`src/rtl/dso_pkg.sv`:
```
package dso_pkg;
  localparam logic IDLE_LEVEL = 1'b1;

  function automatic logic gap_met(input logic [15:0] cnt, input logic [15:0] gap);
    return (17'(cnt) + 17'd1) >= 17'(gap);
  endfunction
endpackage

```
`src/rtl/dso_sync.sv`:
```
module dso_sync #(
  parameter int unsigned STAGES  = 2,
  parameter logic        RST_VAL = 1'b1
) (
  input  logic clk_i,
  input  logic rst_ni,
  input  logic d_i,
  output logic q_o
);
  logic [STAGES-1:0] chain_q;

  for (genvar i = 0; i < STAGES; i++) begin : g_stage
    if (i == 0) begin : g_first
      always_ff @(posedge clk_i or negedge rst_ni) begin
        if (!rst_ni) chain_q[i] <= RST_VAL;
        else         chain_q[i] <= d_i;
      end
    end else begin : g_next
      always_ff @(posedge clk_i or negedge rst_ni) begin
        if (!rst_ni) chain_q[i] <= RST_VAL;
        else         chain_q[i] <= chain_q[i-1];
      end
    end
  end

  assign q_o = chain_q[STAGES-1];
endmodule

```
`src/rtl/dso_gap_cnt.sv`:
```
module dso_gap_cnt #(
  parameter int unsigned GAP_W = 4
) (
  input  logic             clk_i,
  input  logic             rst_ni,
  input  logic             clr_i,
  input  logic             step_i,
  input  logic             restart_i,
  input  logic [GAP_W-1:0] min_gap_i,
  output logic             gap_ok_o
);
  import dso_pkg::*;

  logic [GAP_W-1:0] cnt_q;

  // ticks since last output edge, held once the minimum is reached
  always_ff @(posedge clk_i or negedge rst_ni) begin
    if (!rst_ni)                  cnt_q <= '0;
    else if (clr_i)               cnt_q <= '0;
    else if (step_i) begin
      if (restart_i)              cnt_q <= '0;
      else if (cnt_q < min_gap_i) cnt_q <= cnt_q + 1'b1;
    end
  end

  assign gap_ok_o = gap_met(16'(cnt_q), 16'(min_gap_i));

  AST_CNT_SAT: assert property (@(posedge clk_i) disable iff (!rst_ni)
    ($stable(min_gap_i) && $past(cnt_q <= min_gap_i)) |-> (cnt_q <= min_gap_i));
endmodule

```
`src/rtl/dso_out_reg.sv`:
```
module dso_out_reg (
  input  logic clk_i,
  input  logic rst_ni,
  input  logic gate_i,
  input  logic step_i,
  input  logic sample_i,
  input  logic gap_ok_i,
  output logic fire_o,
  output logic data_o,
  output logic edge_o
);
  import dso_pkg::*;

  logic data_q, edge_q;

  assign fire_o = step_i && (sample_i != data_q) && gap_ok_i;

  always_ff @(posedge clk_i or negedge rst_ni) begin
    if (!rst_ni) begin
      data_q <= IDLE_LEVEL;
      edge_q <= 1'b0;
    end else if (!gate_i) begin
      data_q <= IDLE_LEVEL;
      edge_q <= 1'b0;
    end else begin
      edge_q <= fire_o;
      if (fire_o) data_q <= sample_i;
    end
  end

  assign data_o = data_q;
  assign edge_o = edge_q;

  AST_IDLE_HIGH: assert property (@(posedge clk_i) disable iff (!rst_ni)
    !$past(gate_i) |-> data_o);
  AST_EDGE_REAL: assert property (@(posedge clk_i) disable iff (!rst_ni)
    edge_o |-> (data_o != $past(data_o)));
  AST_NO_EDGE_IDLE: assert property (@(posedge clk_i) disable iff (!rst_ni)
    !gate_i |=> !edge_o);
endmodule

```
`src/rtl/rx_data_cleaner.sv`:
```
module rx_data_cleaner #(
  parameter int unsigned GAP_W       = 4,
  parameter int unsigned SYNC_STAGES = 2
) (
  input  logic             clk_i,
  input  logic             rst_ni,
  input  logic             tick_i,
  input  logic             gate_i,
  input  logic             raw_i,
  input  logic [GAP_W-1:0] min_gap_i,
  output logic             data_o,
  output logic             edge_o
);
  import dso_pkg::*;

  logic raw_s, step, gap_ok, fire;

  assign step = tick_i && gate_i;

  dso_sync #(
    .STAGES (SYNC_STAGES),
    .RST_VAL(IDLE_LEVEL)
  ) u_sync (
    .clk_i (clk_i),
    .rst_ni(rst_ni),
    .d_i   (raw_i),
    .q_o   (raw_s)
  );

  dso_gap_cnt #(
    .GAP_W(GAP_W)
  ) u_gap (
    .clk_i    (clk_i),
    .rst_ni   (rst_ni),
    .clr_i    (!gate_i),
    .step_i   (step),
    .restart_i(fire),
    .min_gap_i(min_gap_i),
    .gap_ok_o (gap_ok)
  );

  dso_out_reg u_out (
    .clk_i   (clk_i),
    .rst_ni  (rst_ni),
    .gate_i  (gate_i),
    .step_i  (step),
    .sample_i(raw_s),
    .gap_ok_i(gap_ok),
    .fire_o  (fire),
    .data_o  (data_o),
    .edge_o  (edge_o)
  );

  AST_ON_TICK_ONLY: assert property (@(posedge clk_i) disable iff (!rst_ni)
    ($past(gate_i) && (data_o != $past(data_o))) |-> $past(tick_i));
endmodule

```
`config.mk`:
```
export PLATFORM = sky130hd
export DESIGN_NAME = rx_data_cleaner
export DESIGN_NICKNAME = d
export VERILOG_FILES = /design/src/rtl/dso_pkg.sv /design/src/rtl/dso_sync.sv /design/src/rtl/dso_gap_cnt.sv /design/src/rtl/dso_out_reg.sv /design/src/rtl/rx_data_cleaner.sv
export SDC_FILE = /design/constraint.sdc
export NUM_CORES = 1
export LEC_CHECK = 0
export ABC_AREA = 1
export BUFFER_PORTS_ARGS = -buffer_cell sky130_fd_sc_hd__buf_2
export CORE_AREA = 8 8 45 47
export CTS_BUF_LIST = sky130_fd_sc_hd__clkbuf_4
export CTS_CLUSTER_SIZE = 10
export DETAILED_ROUTE_END_ITERATION = 10
export DIE_AREA = 0 0 53 55
export GPL_TIMING_DRIVEN = 1
export PLACE_DENSITY = 0.77
export SYNTH_ARGS = -nofsm -noshare
export SYNTH_HDL_FRONTEND = slang
export SYNTH_SLANG_ARGS = --single-unit
```
`constraint.sdc`:
```
create_clock -name clk_i -period 2.2 [get_ports clk_i]
set_input_delay 0.44 -clock clk_i [delete_from_list [all_inputs] [get_ports clk_i]]
set_output_delay 0.44 -clock clk_i [all_outputs]
set_load 0.02 [all_outputs]
```
==> results.sh, run 1 <==
export IMPL_report_final_slew_viol_count=0
export IMPL_fillerInstances=128
export IMPL_dr_total_vias=468
export IMPL_tightest_pin_transition_ns=0.2330
export IMPL_grt_antenna_before_repair=0
export IMPL_worst_hold_path_type="primary input to asynchronous set/reset pin"
export IMPL_combinational_family_with_the_most_area_after_synthesis="simple AND/OR/NAND/NOR gates"
export IMPL_crit_start="u_gap.cnt_q[0]"
export IMPL_stdcell_area_um2=709.4
export IMPL_post_synth_inst_count=69
export IMPL_wl_per_cell_um=10.51
export IMPL_synthXorXnorAreaFrac_pct=2.875
export IMPL_ys_warnings_count=0
export IMPL_postCtsHoldBufs=0
export IMPL_reg2reg_to="u_gap.cnt_q[3]"
export IMPL_hold_viol_final=0
export IMPL_initial_drc_count=8
export IMPL_max_cap_viols=0
export IMPL_synth_compound_area_share_pct=8.624
export IMPL_post_route_cells_drive_above_1_share_pct=37.35
export IMPL_vias_per_cell=4.727
export IMPL_post_route_period_util_pct=84.77
export IMPL_worst_skew_pair_late_latency_ns=0.24
export IMPL_most_common_cell_after_layout_fill_and_taps_aside="nand2_1"
export IMPL_pin_count_of_the_biggest_net_entering_global_routing=9
export IMPL_synth_flop_cell="dfrtp_1"
export IMPL_path_max_fanout=7
export IMPL_synthesis_area_um2=609.3
export IMPL_synth_seq_cells=8
export IMPL_cp_common_cell="nand2_1"
export IMPL_finalCriticalPeriod_ns=1.865
export IMPL_grt_usage_pct=8.535
export IMPL_timing_critical_path_cells="ha_1, xor2_1, ha_1, a21oi_1, nand2_1, nand2_1, nand2_2, nand2_4, nand2_4, nand2_4, nand2_1, nand2_1"
export IMPL_yosys_mux_area_fraction_pct=0
export IMPL_syn_nets=87
export IMPL_grt_pass1_wl_um=1918
export IMPL_power_leakage_uw=0.0004172
export IMPL_rrSetupSlack_ns=0.34
export IMPL_die_w_um=53
export IMPL_number_of_flops_mapped_to_enable_cells_by_yosys=0
export IMPL_clkSinkCount=8
export IMPL_synth_largest_area_cell="dfrtp_1"
export IMPL_share_of_async_settable_or_async_resettable_flops_after_synthesis_pct=100.0
export IMPL_floorplan_core_area_um2=1384
export IMPL_critical_path_depth=12
export IMPL_grt_overflow_total=0
export IMPL_antenna_cells=0
export IMPL_clkSlewWorstSetupHoldPaths_ns=0.05
export IMPL_synth_top_cell_area_share_pct=20.53
export IMPL_gpl_wtd_cong=0.7546
export IMPL_cts_root_to_sink_buffers=2
export IMPL_drt_drc_violations_left=0
export IMPL_achievable_frequency_mhz=536.2
export IMPL_io_pins=11
export IMPL_dpl_hpwl_um=933.1
export IMPL_final_nets=102
export IMPL_die_area_um2=2915
export IMPL_most_frequent_cells_in_the_layout="18 x nand2_1, 10 x buf_2, 9 x ha_1, 8 x inv_1, 5 x dfrtp_1"
export IMPL_initial_utilization_pct=44.03
export IMPL_cts_htree_levels=1
export IMPL_number_of_cts_inserted_buffers=3
export IMPL_power_total_uw=365.2
export IMPL_slew_headroom_pct=84.35
export IMPL_clock_tree_root_cell="clkbuf_4"
export IMPL_most_area_consuming_cells_after_synthesis="dfrtp_1 21%, ha_1 18%, dfstp_2 13%"
export IMPL_critPathCapture="u_gap.cnt_q[3]"
export IMPL_critical_path_endpoint_type="flip-flop"
export IMPL_routed_wl_um=1040
export IMPL_io_buffers=10
export IMPL_post_route_util_pct=51.27
export IMPL_synth_sequential_area_ratio_pct=33.47
export IMPL_dpl_instance_area_um2=679.4
export IMPL_cp_buffers_inverters=0
export IMPL_timing_reg2reg_worst_path_depth=12
export IMPL_fin_setup_tns_ns=0
export IMPL_cts_repair_resized=0
export IMPL_cp_top_family="simple AND/OR/NAND/NOR gates"
export IMPL_crit_path_top_delay_cell="dfrtp_1"
export IMPL_setup_worst_path_class="flip-flop to flip-flop"
export IMPL_avgSynthCellArea_um2=8.831
export IMPL_cellPowerDensity_nw_per_um2=514.8
export IMPL_post_cts_setup_buffers=0
export IMPL_synth_cell_types=20
export IMPL_required_ns=2.38
export IMPL_status="complete, no violations"
export IMPL_setup_failing_eps_final=0
export IMPL_setup_worst_path_start_class="flip-flop"
export IMPL_critical_path_arrival_ns=2.05
export IMPL_tritoncts="yes"
export IMPL_ant_nets=0
export IMPL_syn_to_final_growth_pct=16.43
export IMPL_synth_adder_area_share_pct=18.48
export IMPL_core_rowCount=14
export IMPL_die_h_um=55
export IMPL_synth_simple_gate_area_share_pct=29.57
export IMPL_vias_in_the_first_global_route=506
export IMPL_max_stage_delay_ns=0.42
export IMPL_clock_skew_ns=0.005495
export IMPL_dr_pass1_iters=4
export IMPL_grt_setup_unrepaired="false"
export IMPL_r2r_start="u_gap.cnt_q[0]"
export IMPL_power_ir_vdd_worst_mv=0.2788
per-stage QoR:
stage               hold WS [ns]  setup slack, ns  cells
finish                   0.01761           0.3350     99
CTS                      0.01346           0.3228     99
floorplan                 0.1444           0.5009     69
global route            0.004468           0.1015     99
detailed placement        0.2804           0.3454     95
global placement          0.2797           0.4265     95
cells by family after synthesis:
family,after synthesis
AOI/OAI and AO/OA,5
xor gates and xnor gates,2
adders and majority gates,9
buffers and inverters,11
DFF,8
and+or+nand+nor,34
sequential cells by signal, summed over array words and instances, names as in the netlist:
register	flops
u_out.edge_o	1
u_out.data_o	1
u_sync.chain_q	1
u_gap.cnt_q	4
u_sync.q_o	1
worst min path at each step:
stage	startpoint	end
final	rst_ni	u_gap.cnt_q[2]
after global routing	rst_ni	u_gap.cnt_q[2]
after CTS	rst_ni	u_gap.cnt_q[2]
after detailed placement	rst_ni	u_out.edge_o
after global placement	rst_ni	u_out.edge_o
after floorplan	rst_ni	u_gap.cnt_q[0]
layout make-up:
type	instances	area, um^2	area share (%)
well taps	16	20.02	2.822
multi-input cells	50	362.8	51.15
repair buffers	10	50.05	7.055
clock buffers	4	30.03	4.233
inverters	11	42.54	5.996
flip-flops and latches	8	203.9	28.75
cells in the mapped netlist (all sizes together) (2+ instances only):
| cell | instances |
|---|---|
| nand2 | 23 |
| inv | 10 |
| ha | 9 |
| dfrtp | 5 |
| nand3 | 4 |
| nand4 | 4 |
| a21oi | 3 |
| dfstp | 3 |
| nor2 | 2 |
layer usage:
metal,global-route usage [%],wire [um]
met5,0,0
met4,5.172,0
met3,1.604,56
met2,14.84,545
met1,9.472,438
power breakdown:
part,switching [uW],internal [uW]
Sequential,6.69,156
Combinational,45.3,33.1
Clock,42.8,81.2
Total,94.8,270
No activity file was read; power rests on OpenSTA's default activity.
==> run 2: changes to the inputs <==
--- a/config.mk
+++ b/config.mk
@@ -5,7 +5,7 @@
 export SDC_FILE = /design/constraint.sdc
 export NUM_CORES = 1
 export LEC_CHECK = 0
-export ABC_AREA = 1
+export ABC_AREA = 0
 export BUFFER_PORTS_ARGS = -buffer_cell sky130_fd_sc_hd__buf_2
 export CORE_AREA = 8 8 45 47
 export CTS_BUF_LIST = sky130_fd_sc_hd__clkbuf_4
@@ -13,7 +13,7 @@
 export DETAILED_ROUTE_END_ITERATION = 10
 export DIE_AREA = 0 0 53 55
 export GPL_TIMING_DRIVEN = 1
-export PLACE_DENSITY = 0.77
+export PLACE_DENSITY = 0.75
 export SYNTH_ARGS = -nofsm -noshare
 export SYNTH_HDL_FRONTEND = slang
 export SYNTH_SLANG_ARGS = --single-unit
==> constraint.sdc (replaced) <==
create_clock -name clk_i -period 1.9 [get_ports clk_i]
set_input_delay 0.38 -clock clk_i [delete_from_list [all_inputs] [get_ports clk_i]]
set_output_delay 0.38 -clock clk_i [all_outputs]
set_load 0.02 [all_outputs]
==> run 2 against run 1 <==
The run now ends with setup timing left; total power increased by 15%; via count increased by 12%; non-clock buffer count increased by 8; flip-flop and latch count unchanged; wire length increased by 17%; die area unchanged; global-route usage increased by 0.086 points; fmax decreased by 7.7%; clock-buffer cell count unchanged; register-to-register slack got worse by 0.46 ns; worst setup slack got worse by 0.46 ns; critical path type unchanged; largest cell class unchanged.
==> results.sh, run 2 <==
export IMPL_status="finished, violations left"
export IMPL_violations="setup timing"
export IMPL_synth_seq_cells=8
export IMPL_drt_drc_violations_left=0
export IMPL_hold_viol_final=0
export IMPL_final_nets=100
export IMPL_power_internal_uw=313.7
export IMPL_setup_worst_path_class="flip-flop to flip-flop"
export IMPL_cellPowerDensity_nw_per_um2=572.4
export IMPL_post_route_cells_drive_above_1_share_pct=30.86
export IMPL_cts_htree_levels=1
export IMPL_vias_per_cell=5.392
export IMPL_pwr_share_comb_pct=19.7
export IMPL_max_stage_delay_ns=0.38
export IMPL_tritoncts="yes"
export IMPL_floorplan_core_area_um2=1384
export IMPL_antenna_cells=0
export IMPL_path_max_fanout=5
export IMPL_netSwitchingFraction_pct=25.13
export IMPL_timing_critical_path_cells="ha_2, xor2_1, ha_1, a21o_1, a31oi_1, o22a_1, buf_4, nand4_1, a31oi_1"
export IMPL_dp_slack_ns=-0.09994
export IMPL_finalCriticalPeriod_ns=2.021
export IMPL_power_ir_vdd_worst_mv=0.3056
export IMPL_grt_usage_pct=8.622
export IMPL_synth_largest_area_cell="dfrtp_1"
export IMPL_power_frac_seq_pct=43.9
export IMPL_worst_hold_path_type="primary input to flip-flop"
export IMPL_fin_setup_tns_ns=-0.5679
export IMPL_die_w_um=53
export IMPL_synth_top_cell_area_share_pct=21.28
export IMPL_switchingPower_uw=105.3
export IMPL_share_of_async_settable_or_async_resettable_flops_after_synthesis_pct=100.0
export IMPL_r2r_start="u_gap.cnt_q[1]"
export IMPL_cts_root_to_sink_buffers=2
export IMPL_post_route_util_pct=52.89
export IMPL_io_buffers=10
export IMPL_dr_pass1_iters=4
export IMPL_clkSlewWorstSetupHoldPaths_ns=0.06
export IMPL_ys_top_cells_by_count="9 x ha_1, 7 x nand3_1, 6 x a31oi_1, 6 x inv_1"
export IMPL_initial_utilization_pct=42.50
export IMPL_achievable_frequency_mhz=494.9
export IMPL_synth_flop_cell="dfrtp_1"
export IMPL_grt_antenna_before_repair=0
export IMPL_final_cell_count_no_fill=97
export IMPL_timing_hold_worst_path_depth=1
export IMPL_gpl_wtd_cong=0.7689
export IMPL_synth_sequential_area_ratio_pct=34.68
export IMPL_vias_in_the_first_global_route=476
export IMPL_setup_worst_path_start_class="flip-flop"
export IMPL_critical_path_endpoint_type="flip-flop"
export IMPL_report_final_slew_viol_count=0
export IMPL_clkPwrFrac_pct=36.4
export IMPL_tightest_pin_transition_ns=0.2645
export IMPL_routed_wl_um=1217
export IMPL_clkSinkCount=8
export IMPL_ant_nets=0
export IMPL_rrSetupSlack_ns=-0.12
export IMPL_largest_register="u_gap.cnt_q"
export IMPL_most_frequent_cells_in_the_layout="10 x buf_2, 8 x ha_1, 7 x nand3_1"
export IMPL_critical_path_arrival_ns=2.20
export IMPL_number_of_cts_inserted_buffers=3
export IMPL_timing_reg2reg_worst_path_depth=9
export IMPL_initial_drc_count=5
export IMPL_reg2reg_to="u_gap.cnt_q[0]"
export IMPL_grt_setup_unrepaired="true"
export IMPL_syn_nets=79
export IMPL_avgSynthCellArea_um2=9.640
export IMPL_most_common_cell_after_layout_fill_and_taps_aside="buf_2"
export IMPL_grt_overflow_total=0
export IMPL_grt_pass1_wl_um=1973
export IMPL_worst_skew_pair_late_latency_ns=0.25
export IMPL_clock_skew_ns=0.007967
export IMPL_timing_final_ws_setup_ns=-0.1208
export IMPL_ys_warnings_count=0
export IMPL_post_cts_setup_buffers=0
export IMPL_hold_path_startpoint="raw_i"
export IMPL_dr_total_vias=523
export IMPL_setup_failing_eps_final=6
export IMPL_crit_path_top_delay_cell="dfrtp_1"
export IMPL_number_of_flops_mapped_to_enable_cells_by_yosys=0
export IMPL_largest_reg_flops=4
export IMPL_cp_common_cell="a31oi_1"
export IMPL_die_area_um2=2915
export IMPL_pin_count_of_the_biggest_net_entering_global_routing=11
export IMPL_most_area_consuming_cells_after_synthesis="dfrtp_1 21%, ha_1 19%, dfstp_2 13%"
export IMPL_die_h_um=55
export IMPL_hold_ws_ns=0.2220
export IMPL_fillerInstances=136
export IMPL_synth_cell_types=20
export IMPL_required_ns=2.08
export IMPL_syn_to_final_growth_pct=24.47
export IMPL_holdPathEnd="u_sync.chain_q[0]"
export IMPL_io_pins=11
export IMPL_cp_buffers_inverters=1
export IMPL_synth_most_common_cell="ha_1"
export IMPL_power_leakage_uw=0.0003803
export IMPL_cp_top_family="compound AO/OA/AOI/OAI gates"
export IMPL_wl_per_cell_um=12.55
export IMPL_synthesis_area_um2=588.1
export IMPL_place_detailed_instances=92
export IMPL_core_rowCount=14
export IMPL_slew_headroom_pct=82.29
export IMPL_max_cap_viols=0
export IMPL_dpl_hpwl_um=1001
export IMPL_post_synth_inst_count=61
export IMPL_clock_tree_root_cell="clkbuf_4"
export IMPL_post_route_period_util_pct=106.4
[run 2: cell types whose count changed after synthesis, moves of 2 or more]
cell / delta
nand2_1: -15
a21oi_2: -2
nor2b_1: +2
nand2_4: -3
nand2b_1: +4
nand2_2: -2
a31oi_1: +6
inv_1: -2
inv_2: -2
nand3_1: +3
[run 2: worst max path at each step]
| stage | startpoint | endpoint | slack, ns | cells after the start |
|---|---|---|---|---|
| 2_1_floorplan | u_gap.cnt_q[0] | u_gap.cnt_q[3] | 0.01 | 9 |
| 3_3_place_gp | u_gap.cnt_q[0] | u_gap.cnt_q[3] | -0.08 | 9 |
| 3_5_place_dp | u_gap.cnt_q[1] | u_gap.cnt_q[3] | -0.1 | 9 |
| 4_1_cts | u_gap.cnt_q[1] | u_gap.cnt_q[3] | -0.12 | 9 |
| 5_1_grt | u_gap.cnt_q[1] | u_gap.cnt_q[1] | -0.23 | 9 |
| 6_report | u_gap.cnt_q[1] | u_gap.cnt_q[0] | -0.12 | 9 |
[run 2: layer usage]
layer / wire [um] / vias to the layer above / global-route usage, %
met4: 0 / 0 / 1.724
met5: 0 / - / 0
met2: 654 / 11 / 15.63
li1: - / 261 / -
met3: 57 / 0 / 3.476
met1: 504 / 251 / 9.245
[run 2: cell type report]
| class | count | area (um^2) | area share, % |
|---|---|---|---|
| Multi-Input combinational cell | 45 | 339.1 | 46.32 |
| Tap cell | 16 | 20.02 | 2.735 |
| Inverter | 6 | 22.52 | 3.077 |
| Sequential cell | 8 | 203.9 | 27.86 |
| Clock buffer | 4 | 30.03 | 4.103 |
| Timing Repair Buffer | 18 | 116.4 | 15.90 |
[run 2: stage by stage]
step | total power, uW | cell area (um^2)
detailed placement | 268.5 | 688.2
floorplan | 237.2 | 590.6
finish | 419.0 | 732.0
CTS | 425.1 | 728.2
global placement | 265.3 | 688.2
global route | 448.1 | 732.0
[run 2: logic make-up after synthesis]
group	count (synthesis)	synth area share, %
buffers and inverters	8	8.084
DFF	8	34.68
and+or+nand+nor	22	20.64
xor gates and xnor gates	3	4.469
adders and majority gates	9	19.15
AOI/OAI and AO/OA	10	11.28
muxes	1	1.702
[run 2: what timing repair did]
action | in CTS | in global routing
gates resized for setup | 0 | 1
endpoints found under the setup margin | 6 | 6
hold buffers | 1 | 0
hold endpoints to repair | 5 | 0
[run 2: power by group through the flow]
stage	combinational, uW	sequential (uW)	clock [uW]
6_report	82.6	184	153
3_5_place_dp	81.9	187	0
2_1_floorplan	47.2	190	0
3_3_place_gp	78.8	187	0
5_1_grt	93.0	184	171
4_1_cts	83.7	184	158
